--- src/rtl/rdma_port_pkg.sv ---
package rdma_port_pkg;

    typedef enum logic [1:0] {
        ST_IDLE = 2'd0,
        ST_RESP = 2'd1,
        ST_PROM = 2'd2
    } port_state_e;

    typedef enum logic [1:0] {
        XS_BYTE = 2'd0,
        XS_HALF = 2'd1,
        XS_WORD = 2'd2
    } xfer_size_e;

    typedef enum logic [1:0] {
        RK_MEM  = 2'd0,
        RK_ONES = 2'd1,
        RK_ZERO = 2'd2
    } resp_kind_e;

    localparam logic [4:0] DATA_OFS  = 5'h10;
    localparam logic [4:0] RESET_OFS = 5'h1F;

    function automatic int size_len(input xfer_size_e s);
        unique case (s)
            XS_BYTE: return 1;
            XS_HALF: return 2;
            default: return 4;
        endcase
    endfunction

    function automatic logic [3:0] size_be(input xfer_size_e s);
        unique case (s)
            XS_BYTE: return 4'b0001;
            XS_HALF: return 4'b0011;
            default: return 4'b1111;
        endcase
    endfunction

    function automatic logic [31:0] size_mask(input xfer_size_e s);
        unique case (s)
            XS_BYTE: return 32'h0000_00FF;
            XS_HALF: return 32'h0000_FFFF;
            default: return 32'hFFFF_FFFF;
        endcase
    endfunction

endpackage

--- src/rtl/rdma_window.sv ---
module rdma_window
    import rdma_port_pkg::*;
#(
    parameter int ADDR_W     = 16,
    parameter int PMEM_BASE  = 16384,
    parameter int PMEM_BYTES = 16384,
    parameter int PROM_BYTES = 32
) (
    input  logic [ADDR_W-1:0] addr,
    input  xfer_size_e        size,
    output logic              ok
);
    localparam int EW = ADDR_W + 2;
    localparam logic [EW-1:0] PROM_END = EW'(PROM_BYTES);
    localparam logic [EW-1:0] WIN_LO   = EW'(PMEM_BASE);
    localparam logic [EW-1:0] WIN_HI   = EW'(PMEM_BASE + PMEM_BYTES);

    logic [EW-1:0] lo, hi;

    // The whole access [lo, hi) must sit inside one accessible range.
    always_comb begin
        lo = EW'(addr);
        hi = lo + EW'(size_len(size));
        ok = (hi <= PROM_END) || ((lo >= WIN_LO) && (hi <= WIN_HI));
    end
endmodule

--- src/rtl/rdma_advance.sv ---
module rdma_advance
    import rdma_port_pkg::*;
#(
    parameter int ADDR_W = 16,
    parameter int CNT_W  = 16
) (
    input  logic [ADDR_W-1:0] addr,
    input  logic [CNT_W-1:0]  cnt,
    input  xfer_size_e        size,
    input  logic [7:0]        start_pg,
    input  logic [7:0]        stop_pg,
    output logic [ADDR_W-1:0] addr_nx,
    output logic [CNT_W-1:0]  cnt_nx,
    output logic              exhausted
);
    logic [ADDR_W-1:0] sum, start_b, stop_b;
    logic [CNT_W-1:0]  clen;

    always_comb begin
        start_b   = ADDR_W'({start_pg, 8'h00});
        stop_b    = ADDR_W'({stop_pg, 8'h00});
        sum       = addr + ADDR_W'(size_len(size));
        addr_nx   = (sum == stop_b) ? start_b : sum;
        clen      = CNT_W'(size_len(size));
        exhausted = (cnt <= clen);
        cnt_nx    = exhausted ? '0 : (cnt - clen);
    end
endmodule

--- src/rtl/rdma_prom.sv ---
module rdma_prom (
    input  logic [2:0]  idx,
    input  logic [47:0] mac,
    output logic [31:0] word
);
    // Source byte j of the 16-byte pattern.
    function automatic logic [7:0] src_byte(input logic [3:0] j, input logic [47:0] m);
        if (j < 4'd6)
            return m[8*j +: 8];
        else if (j >= 4'd14)
            return 8'h57;
        else
            return 8'h00;
    endfunction

    // Word idx covers bytes 4*idx..4*idx+3, which hold source bytes 2*idx, 2*idx, 2*idx+1, 2*idx+1.
    for (genvar ln = 0; ln < 4; ln++) begin : g_lane
        assign word[8*ln +: 8] = src_byte({idx, 1'(ln / 2)}, mac);
    end
endmodule

--- src/rtl/rdma_port.sv ---
module rdma_port
    import rdma_port_pkg::*;
#(
    parameter int ADDR_W     = 16,
    parameter int CNT_W      = 16,
    parameter int PMEM_BASE  = 16384,
    parameter int PMEM_BYTES = 16384,
    parameter int PROM_BYTES = 32
) (
    input  logic              clk,
    input  logic              rst_n,
    input  logic              cfg_wide,
    input  logic [7:0]        ring_start_pg,
    input  logic [7:0]        ring_stop_pg,
    input  logic              addr_load,
    input  logic [ADDR_W-1:0] addr_val,
    input  logic              cnt_load,
    input  logic [CNT_W-1:0]  cnt_val,
    input  logic [47:0]       mac_addr,
    input  logic              host_req,
    input  logic              host_we,
    input  logic              host_dword,
    input  logic [4:0]        host_ofs,
    input  logic [31:0]       host_wdata,
    output logic              host_ready,
    output logic              host_rvalid,
    output logic [31:0]       host_rdata,
    output logic [ADDR_W-1:0] cur_addr,
    output logic [CNT_W-1:0]  cur_cnt,
    output logic              dma_done,
    output logic              prom_event,
    output logic              mem_req,
    output logic              mem_we,
    output logic [ADDR_W-1:0] mem_addr,
    output logic [3:0]        mem_be,
    output logic [31:0]       mem_wdata,
    input  logic [31:0]       mem_rdata
);
    port_state_e       state_q, state_n;
    logic [ADDR_W-1:0] addr_q, addr_nx, acc_addr;
    logic [CNT_W-1:0]  cnt_q, cnt_nx;
    logic              cnt_hit, win_ok;
    xfer_size_e        xsize;
    logic [2:0]        prom_idx;
    logic [31:0]       prom_word;
    resp_kind_e        resp_kind;
    logic [31:0]       resp_mask;
    logic              prom_pend;
    logic              done_q, prom_ev_q;
    logic              take, is_data, is_rst, rd_take, do_upd;

    // Decode of the request presented in ST_IDLE.
    always_comb begin
        take     = host_req && (state_q == ST_IDLE);
        is_data  = (host_ofs == DATA_OFS);
        is_rst   = (host_ofs == RESET_OFS);
        rd_take  = take && !host_we;
        xsize    = host_dword ? XS_WORD : (cfg_wide ? XS_HALF : XS_BYTE);
        acc_addr = (xsize == XS_BYTE) ? addr_q : {addr_q[ADDR_W-1:1], 1'b0};
        do_upd   = take && is_data && (!host_we || (cnt_q != '0));
    end

    rdma_window #(
        .ADDR_W    (ADDR_W),
        .PMEM_BASE (PMEM_BASE),
        .PMEM_BYTES(PMEM_BYTES),
        .PROM_BYTES(PROM_BYTES)
    ) u_win (
        .addr(acc_addr),
        .size(xsize),
        .ok  (win_ok)
    );

    rdma_advance #(
        .ADDR_W(ADDR_W),
        .CNT_W (CNT_W)
    ) u_adv (
        .addr     (addr_q),
        .cnt      (cnt_q),
        .size     (xsize),
        .start_pg (ring_start_pg),
        .stop_pg  (ring_stop_pg),
        .addr_nx  (addr_nx),
        .cnt_nx   (cnt_nx),
        .exhausted(cnt_hit)
    );

    rdma_prom u_prom (
        .idx (prom_idx),
        .mac (mac_addr),
        .word(prom_word)
    );

    // State register.
    always_ff @(posedge clk or negedge rst_n) begin
        if (!rst_n) state_q <= ST_IDLE;
        else        state_q <= state_n;
    end

    // Transitions.
    always_comb begin
        state_n = state_q;
        unique case (state_q)
            ST_IDLE: if (rd_take) state_n = ST_RESP;
            ST_RESP: state_n = prom_pend ? ST_PROM : ST_IDLE;
            ST_PROM: if (prom_idx == 3'd7) state_n = ST_IDLE;
            default: state_n = ST_IDLE;
        endcase
    end

    // Outputs per state.
    always_comb begin
        host_ready  = 1'b0;
        host_rvalid = 1'b0;
        host_rdata  = '0;
        mem_req     = 1'b0;
        mem_we      = 1'b0;
        mem_addr    = acc_addr;
        mem_be      = size_be(xsize);
        mem_wdata   = host_wdata;
        unique case (state_q)
            ST_IDLE: begin
                host_ready = 1'b1;
                mem_req    = do_upd && win_ok;
                mem_we     = host_we;
            end
            ST_RESP: begin
                host_rvalid = 1'b1;
                unique case (resp_kind)
                    RK_MEM:  host_rdata = mem_rdata & resp_mask;
                    RK_ONES: host_rdata = resp_mask;
                    default: host_rdata = '0;
                endcase
            end
            ST_PROM: begin
                mem_req   = 1'b1;
                mem_we    = 1'b1;
                mem_addr  = ADDR_W'({prom_idx, 2'b00});
                mem_be    = 4'hF;
                mem_wdata = prom_word;
            end
            default: ;
        endcase
    end

    // Datapath registers.
    always_ff @(posedge clk or negedge rst_n) begin
        if (!rst_n) begin
            addr_q    <= '0;
            cnt_q     <= '0;
            done_q    <= 1'b0;
            prom_ev_q <= 1'b0;
            prom_pend <= 1'b0;
            prom_idx  <= '0;
            resp_kind <= RK_ZERO;
            resp_mask <= '0;
        end else begin
            done_q    <= 1'b0;
            prom_ev_q <= rd_take && is_rst;
            if (do_upd) begin
                addr_q <= addr_nx;
                cnt_q  <= cnt_nx;
                done_q <= cnt_hit;
            end
            if (addr_load) addr_q <= addr_val;
            if (cnt_load)  cnt_q  <= cnt_val;
            if (state_q == ST_IDLE) begin
                prom_pend <= rd_take && is_rst;
            end else if (state_q == ST_RESP) begin
                prom_pend <= 1'b0;
            end
            if (rd_take) begin
                if (is_data) begin
                    resp_kind <= win_ok ? RK_MEM : RK_ONES;
                    resp_mask <= size_mask(xsize);
                end else if (is_rst) begin
                    resp_kind <= RK_ZERO;
                    resp_mask <= '0;
                end else begin
                    resp_kind <= RK_ONES;
                    resp_mask <= 32'hFFFF_FFFF;
                end
            end
            if (state_q == ST_PROM) prom_idx <= prom_idx + 3'd1;
        end
    end

    assign cur_addr   = addr_q;
    assign cur_cnt    = cnt_q;
    assign dma_done   = done_q;
    assign prom_event = prom_ev_q;
endmodule

--- config.mk ---
export PLATFORM = sky130hd
export DESIGN_NAME = rdma_port
export DESIGN_NICKNAME = d
export VERILOG_FILES = /design/src/rtl/rdma_port_pkg.sv /design/src/rtl/rdma_window.sv /design/src/rtl/rdma_advance.sv /design/src/rtl/rdma_prom.sv /design/src/rtl/rdma_port.sv
export SDC_FILE = /design/constraint.sdc
export NUM_CORES = 1
export LEC_CHECK = 0
export BUFFER_PORTS_ARGS = -buffer_cell sky130_fd_sc_hd__buf_4
export CAP_MARGIN = 20
export CORE_AREA = 2 2 116 118
export CTS_CLUSTER_SIZE = 28
export DETAILED_ROUTE_END_ITERATION = 12
export DIE_AREA = 0 0 118 120
export PLACE_DENSITY = 0.7
export SLEW_MARGIN = 20
export SYNTH_ARGS = -nofsm -noshare
export SYNTH_HDL_FRONTEND = slang
export SYNTH_SLANG_ARGS = --single-unit
--- constraint.sdc ---
create_clock -name clk -period 6.45 [get_ports clk]
set_input_delay 0.3225 -clock clk [delete_from_list [all_inputs] [get_ports clk]]
set_output_delay 0.3225 -clock clk [all_outputs]
set_load 0.1 [all_outputs]
---- Yosys cells after proc, flatten, opt, wreduce, memory -nomap -nowiden ----
Index checks and enable logic that the tools add are counted.
word-level totals
  register bits ........................... 74
  input port bits ......................... 173
  output and inout port bits .............. 122
  word-level logic and storage cells ...... 89
cells by class
  $add $sub $neg .......................... 4
  $lt $le $gt $ge ......................... 8
  eq/ne operators ......................... 10
  shifts and indexed selects .............. 2
  muxes and demuxes ....................... 37
  bitwise logic cells ..................... 1
  reduce and logical (&&, ||, !) cells .... 18
operator list
  kind                                                         number
  two-way mux 32 bit                                           4
  one-hot mux 32 bit (2 select lines)                          2
  two-way mux 16 bit                                           7
  variable part select 48 x 8 -> 8 bit                         2
  bitwise AND 32 bit                                           1
  <= comparator 18 x 16 -> 1 bit (second input constant)       1
  <= comparator 18 x 6 -> 1 bit (second input constant)        1
  adder 16 x 3 -> 17 bit                                       1
  adder 16 x 3 -> 16 bit                                       1
  equality test 16 bit                                         1
  >= comparator 16 x 15 -> 1 bit (second input constant)       1
  <= comparator 16 x 3 -> 1 bit                                1
  two-way mux 8 bit                                            2
  nonzero test 16 bit                                          1
  subtractor 16 x 3 -> 16 bit                                  1
  two-way mux 7 bit                                            2
  two-way mux 2 bit                                            6
  equality test 5 bit (second input constant)                  2
  >= comparator 4 bit (second input constant)                  2
  less-than comparator 4 x 3 -> 1 bit (second input constant)  2
  two-way mux 1 bit                                            8
  one-hot mux 4 bit (2 select lines)                           1
  logical AND 1 bit                                            7
  equality test 2 x 1 -> 1 bit (second input constant)         3
  13 further kinds                                             20

---- Depth between registers and ports, before layout ----
  depth after elaboration ................. 10
  gate-level depth with buffers ........... 13

---- Modules after synthesis ----
Synthesis repeated with hierarchy kept, for this count alone.
second synthesis, totals
  cells, all modules ...................... 791
  area total of the unflattened synthesis .. 5,778.0 sq um
by module, submodules not included
  module        times used  cells an instance  area an instance (sq um)  sequential area each (sq um)
  rdma_port     1           465                3,435.8                   1,127.3
  rdma_advance  1           174                1,224.9                   0.0
  rdma_prom     1           81                 615.6                     0.0
  rdma_window   1           71                 501.7                     0.0

---- Least setup slack after synthesis ----
No wires, ideal clock.
  kind .................................... reg2out
  from .................................... register addr_q[0], in the netlist cur_addr[0]
  to ...................................... output mem_req
  arrival ................................. 3,630 ps
  slack ................................... 2,497 ps
  stages on the path, launching flop included .. 14
  path buffers ............................ 0
  cells stage by stage .................... dfrtp_1 -> inv_1 -> nor3_1 -> ha_1 -> inv_1 -> fa_1 -> nor2b_1 -> o21ai_1 -> nor2_1 -> a31oi_1 -> a2111oi_0 -> o211a_1 -> o21ai_0 -> nand2_1
on the way
  longest elaborated chain between the ends .. 7
  elaborated cells on any way between the ends .. 9
  those cells by class .................... add/sub: 1; order compare: 3; mux: 2; reduce/logical: 3
RTL lines
  element                               RTL line           text
  start: declaration                    rdma_port.sv:40    logic [ADDR_W-1:0] addr_q, addr_nx, acc_addr;
  start signal: assignment              rdma_port.sv:161   addr_q <= addr_nx;
  start signal: assignment              rdma_port.sv:165   if (addr_load) addr_q <= addr_val;
  two-way mux 1 bit *                   rdma_port.sv:59    acc_addr = (xsize == XS_BYTE) ? addr_q : {addr_q[ADDR_W-1:1], 1'b0};
  adder 16 x 3 -> 17 bit                rdma_window.sv:23  hi = lo + EW'(size_len(size));
  <= comparator 18 x 16 -> 1 bit        rdma_window.sv:24  ok = (hi <= PROM_END) || ((lo >= WIN_LO) && (hi <= WIN_HI));
  logical AND 1 bit                     rdma_window.sv:24
  logical OR 1 bit *                    rdma_window.sv:24
  logical AND 1 bit *                   rdma_port.sv:124   mem_req = do_upd && win_ok;
  one-hot mux 1 bit (2 select lines) *  rdma_port.sv:121   unique case (state_q)
  end: declaration                      rdma_port.sv:32    output logic mem_req,
Mark *: on every way between the ends. The rest lies on a longest branch, timed or not.

---- Final worst setup path ----
  from .................................... register addr_q[2], in the netlist cur_addr[2]
  to ...................................... output mem_req
on the way
  longest elaborated chain between the ends .. 6
  elaborated cells on any way between the ends .. 8
  those cells by class .................... add/sub: 1; order compare: 3; mux: 1; reduce/logical: 3
RTL lines
  element                               RTL line
  adder 16 x 3 -> 17 bit                rdma_window.sv:23
  <= comparator 18 x 16 -> 1 bit        rdma_window.sv:24
  logical AND 1 bit                     rdma_window.sv:24
  logical OR 1 bit *                    rdma_window.sv:24
  logical AND 1 bit *                   rdma_port.sv:124
  one-hot mux 1 bit (2 select lines) *  rdma_port.sv:121
Marks and branches as above.

==> metrics.md <==
| Metric | Value |
|---|---|
| Status | completed |
| Initial antenna violation count | 0 |
| Most common cell after layout, fill and taps aside | buf_4 |
| Average wire per standard cell | 16.4 um |
| H-tree depth | 2 |
| Xor/xnor share of the synthesized area | 5.50% |
| CTS Root Cell | clkbuf_16 |
| Die area | 14200 sq um |
| Critical path capture point type | primary output |
| DRT antenna net count | 0 |
| Met1 GRT Util | 31.6% |
| Startpoint Class | register |
| Fmax | 269 MHz |
| Mapped Avg Cell Area | 7.21 sq um |
| FFs w/ async S/R, synth | 100% |
| GR Util met2 | 42.2% |
| Largest family of logic cells by synthesized area | simple AND/OR/NAND/NOR gates |
| Fin crit share | 57.7% |
| Nets | 1094 |
| Core ar. | 13000 sq um |
| Netlist cell types | 66 |
| Critical path cell sequence | ha_1 -> nand3_1 -> a2111oi_0 -> xnor2_1 -> o2111ai_1 -> o211ai_1 -> o211a_1 -> o21ai_0 -> nand2_1 -> buf_4 |
| Yosys warning count | 0 |
| Max Clock Skew | 8.83 ps |
| Clock period minus worst slack | 3720 ps |
| Post-synthesis sequential area ratio | 23.6% |
| Initial core utilization | 36.8% |
| Mux cell area share after synthesis | 4.45% |
| Largest net degree at the start of global routing | 46 |
| TritonCTS clock tree | yes |
| Global route overflow | 0 |
| Hpwl dp | 13800 um |
| Slew @ Worst Pin | 1050 ps |
| Fin util | 54.9% |
| DRC Markers | 0 |
| CTS Sinks | 45 |
| DP Worst Slack | 2730 ps |
| Worst-path maximum fanout | 7 |
| Total power | 0.00147 W |
| Highest-count cells in the layout ignoring fill and taps | buf_4 (296), nand2_1 (151), o21a_1 (45) |
| IO Pins | 295 |
| Synth Flop Type | dfrtp_1 |
| Final Hold Viols | 0 |
| Buf/Inv on CP | 1 |
| # diodes | 0 |
| Worst Path Arrival | 3400 ps |
| Final hold slack | 41.6 ps |
| Setup Fix Bufs, Post-CTS | 0 |
| Synth Area in Simple Gates | 29.4% |
| Initial DRC Count | 496 |
| RSZ-0062 raised after global routing | no |
| Routed WL | 17800 um |
| Syn Inst Count | 662 |
| Slowest CP cell | a2111oi_0 |
| DR vias/cell | 5.16 |
| Total negative slack | 0 ps |
| Number of global-route vias before repair | 5209 |
| Met3 Use GR | 4.94% |
| Clock slew at reported path FFs | 70 ps |
| Slowest Stage Delay on Critical Path | 690 ps |
| Die Y | 120 um |
| First-pass GRT wire length | 28000 um |
| Flops & latches, synth | 45 |
| CP required | 6130 ps |
| Layout cell share with drive strength beyond 1 | 35.8% |
| Static leakage | 3.37 nW |
| Cell Area, Synth | 4780 sq um |
| Final setup vio count | 0 |
| PnR worst setup slack | 2730 ps |
| IO buf count | 293 |
| Worst slew margin relative to its limit | 30.1% |
| Synth Area in Adders | 3.82% |
| Max Slew Vio Count | 0 |
| Worst VDD drop | 122 uV |
| GR peak layer | met2 |
| Drt pass-1 iters | 4 |
| Post-CTS sizing | 0 |
| # Max-Cap Violations | 0 |
| Net Count, Synth | 847 |
| FP Rows | 42 |
| Clock buffer depth | 2 |
| Fillcell total | 1292 |
| CTS Hold Bufs | 0 |
| Vias | 5609 |
| Post-synthesis compound-gate area fraction | 26.3% |
| Post-synth EDFFs | 0 |
| Pwr per Cell Area | 206 nW/um^2 |
| Routability cong. | 0.889 |
| Total track usage | 24.2% |
| Hold WC Path Type | in2async |
| Area Growth Syn to Fin | 49.2% |
| CP top delay family | compound AO/OA/AOI/OAI gates |
| Die Width | 118 um |
| Worst-Skew Late Latency | 290 ps |
| Critical path class | reg2out |
| CTS buffer count | 5 |
-- sequential cells by signal, indices dropped and copies added (netlist names) --
signal and count:
prom_idx 3, prom_pend 1, state_q 2, prom_event 1, resp_kind 2, cur_addr 16, resp_mask 3, dma_done 1
cur_cnt 16
-- path summary, 6_finish.rpt --
path / start / endpoint / slack [ps] / cells after the start
setup reg to reg: cur_addr[2] / cur_addr[14] / 2940 / 9
hold / removal: rst_n / cur_addr[13] / 40 / 1
min in group clk: cnt_val[12] / cur_cnt[12] / 230 / 3
max in group asynchronous: rst_n / prom_idx[1] / 5940 / 1
hold reg to reg: resp_kind[1] / resp_kind[1] / 470 / 2
setup / recovery: cur_addr[2] / mem_req / 2730 / 10
-- stage by stage --
stage               instances  cell area [sq um]
finish                   1086               7120
global route             1086               7120
CTS                      1086               7120
detailed placement       1078               6960
global placement         1078               6960
floorplan                 662               4780
-- cells in the mapped netlist, types with 4 or more instances --
cell	instances	area (sq um)
o21ai_1	15	75.1
and2_1	18	113
a31oi_1	8	50.1
a21oi_1	29	145
buf_1	4	15.0
nor2_1	37	139
mux2i_1	19	190
inv_1	16	60.1
xor2_1	12	105
nand4_1	6	37.5
o31ai_1	5	37.5
clkbuf_1	35	131
nor3_1	20	100
buf_2	10	50.1
or2_2	5	31.3
o21a_1	45	338
o211ai_1	8	60.1
and3_1	5	31.3
nand2_1	151	567
dfrtp_1	44	1100
nor2b_1	9	56.3
or3_1	10	62.6
nor4_1	5	31.3
nand3_1	10	50.1
o21ai_0	36	180
o311ai_0	8	70.1
a2111oi_0	4	35.0
xnor2_1	18	158
a211o_1	6	52.6
buf_6	4	45.0
ha_1	9	113
-- where the power goes --
group	switching [W]	internal, W	leakage, nW	total [W]
Combinational	0.000573	0.000230	2.74	0.000804
Sequential	0.0000746	0.000306	0.543	0.000381
Clock	0.000117	0.000167	0.0805	0.000283
Total	0.000765	0.000703	3.37	0.00147
-- per-layer routing --
metal	share of wire (%)	vias to the layer above
li1	-	2816
met1	43	2561
met2	49	214
met3	7.1	18
met4	1.1	0
met5	0	-
-- area by class of cell --
cell class	count	area, sq um	area share [%]
Multi-Input combinational cell	545	3330	46.8
Timing Repair Buffer	296	2220	31.2
Sequential cell	45	1130	15.8
Tap cell	176	220	3.09
Clock buffer	7	153	2.14
Inverter	16	60.1	0.843
Clock inverter	1	8.76	0.123
-- kinds of logic after synthesis --
logic type | after synthesis
compound gates | 185
other cells | 1
buf+inv | 72
xor+xnor | 30
flops | 45
simple gates | 295
mux | 21
fa+ha+maj | 13
-- worst reg2reg max path, cell delays in order (launching register included) --
cell      delay [ps]
dfrtp_1          460
ha_1             460
a21oi_4          410
a21oi_1          170
or2_2            310
a211oi_1         340
o21ai_1          170
nor4b_4          720
mux2i_1          260
o31ai_1           70
(Power assumes the default switching activity.)
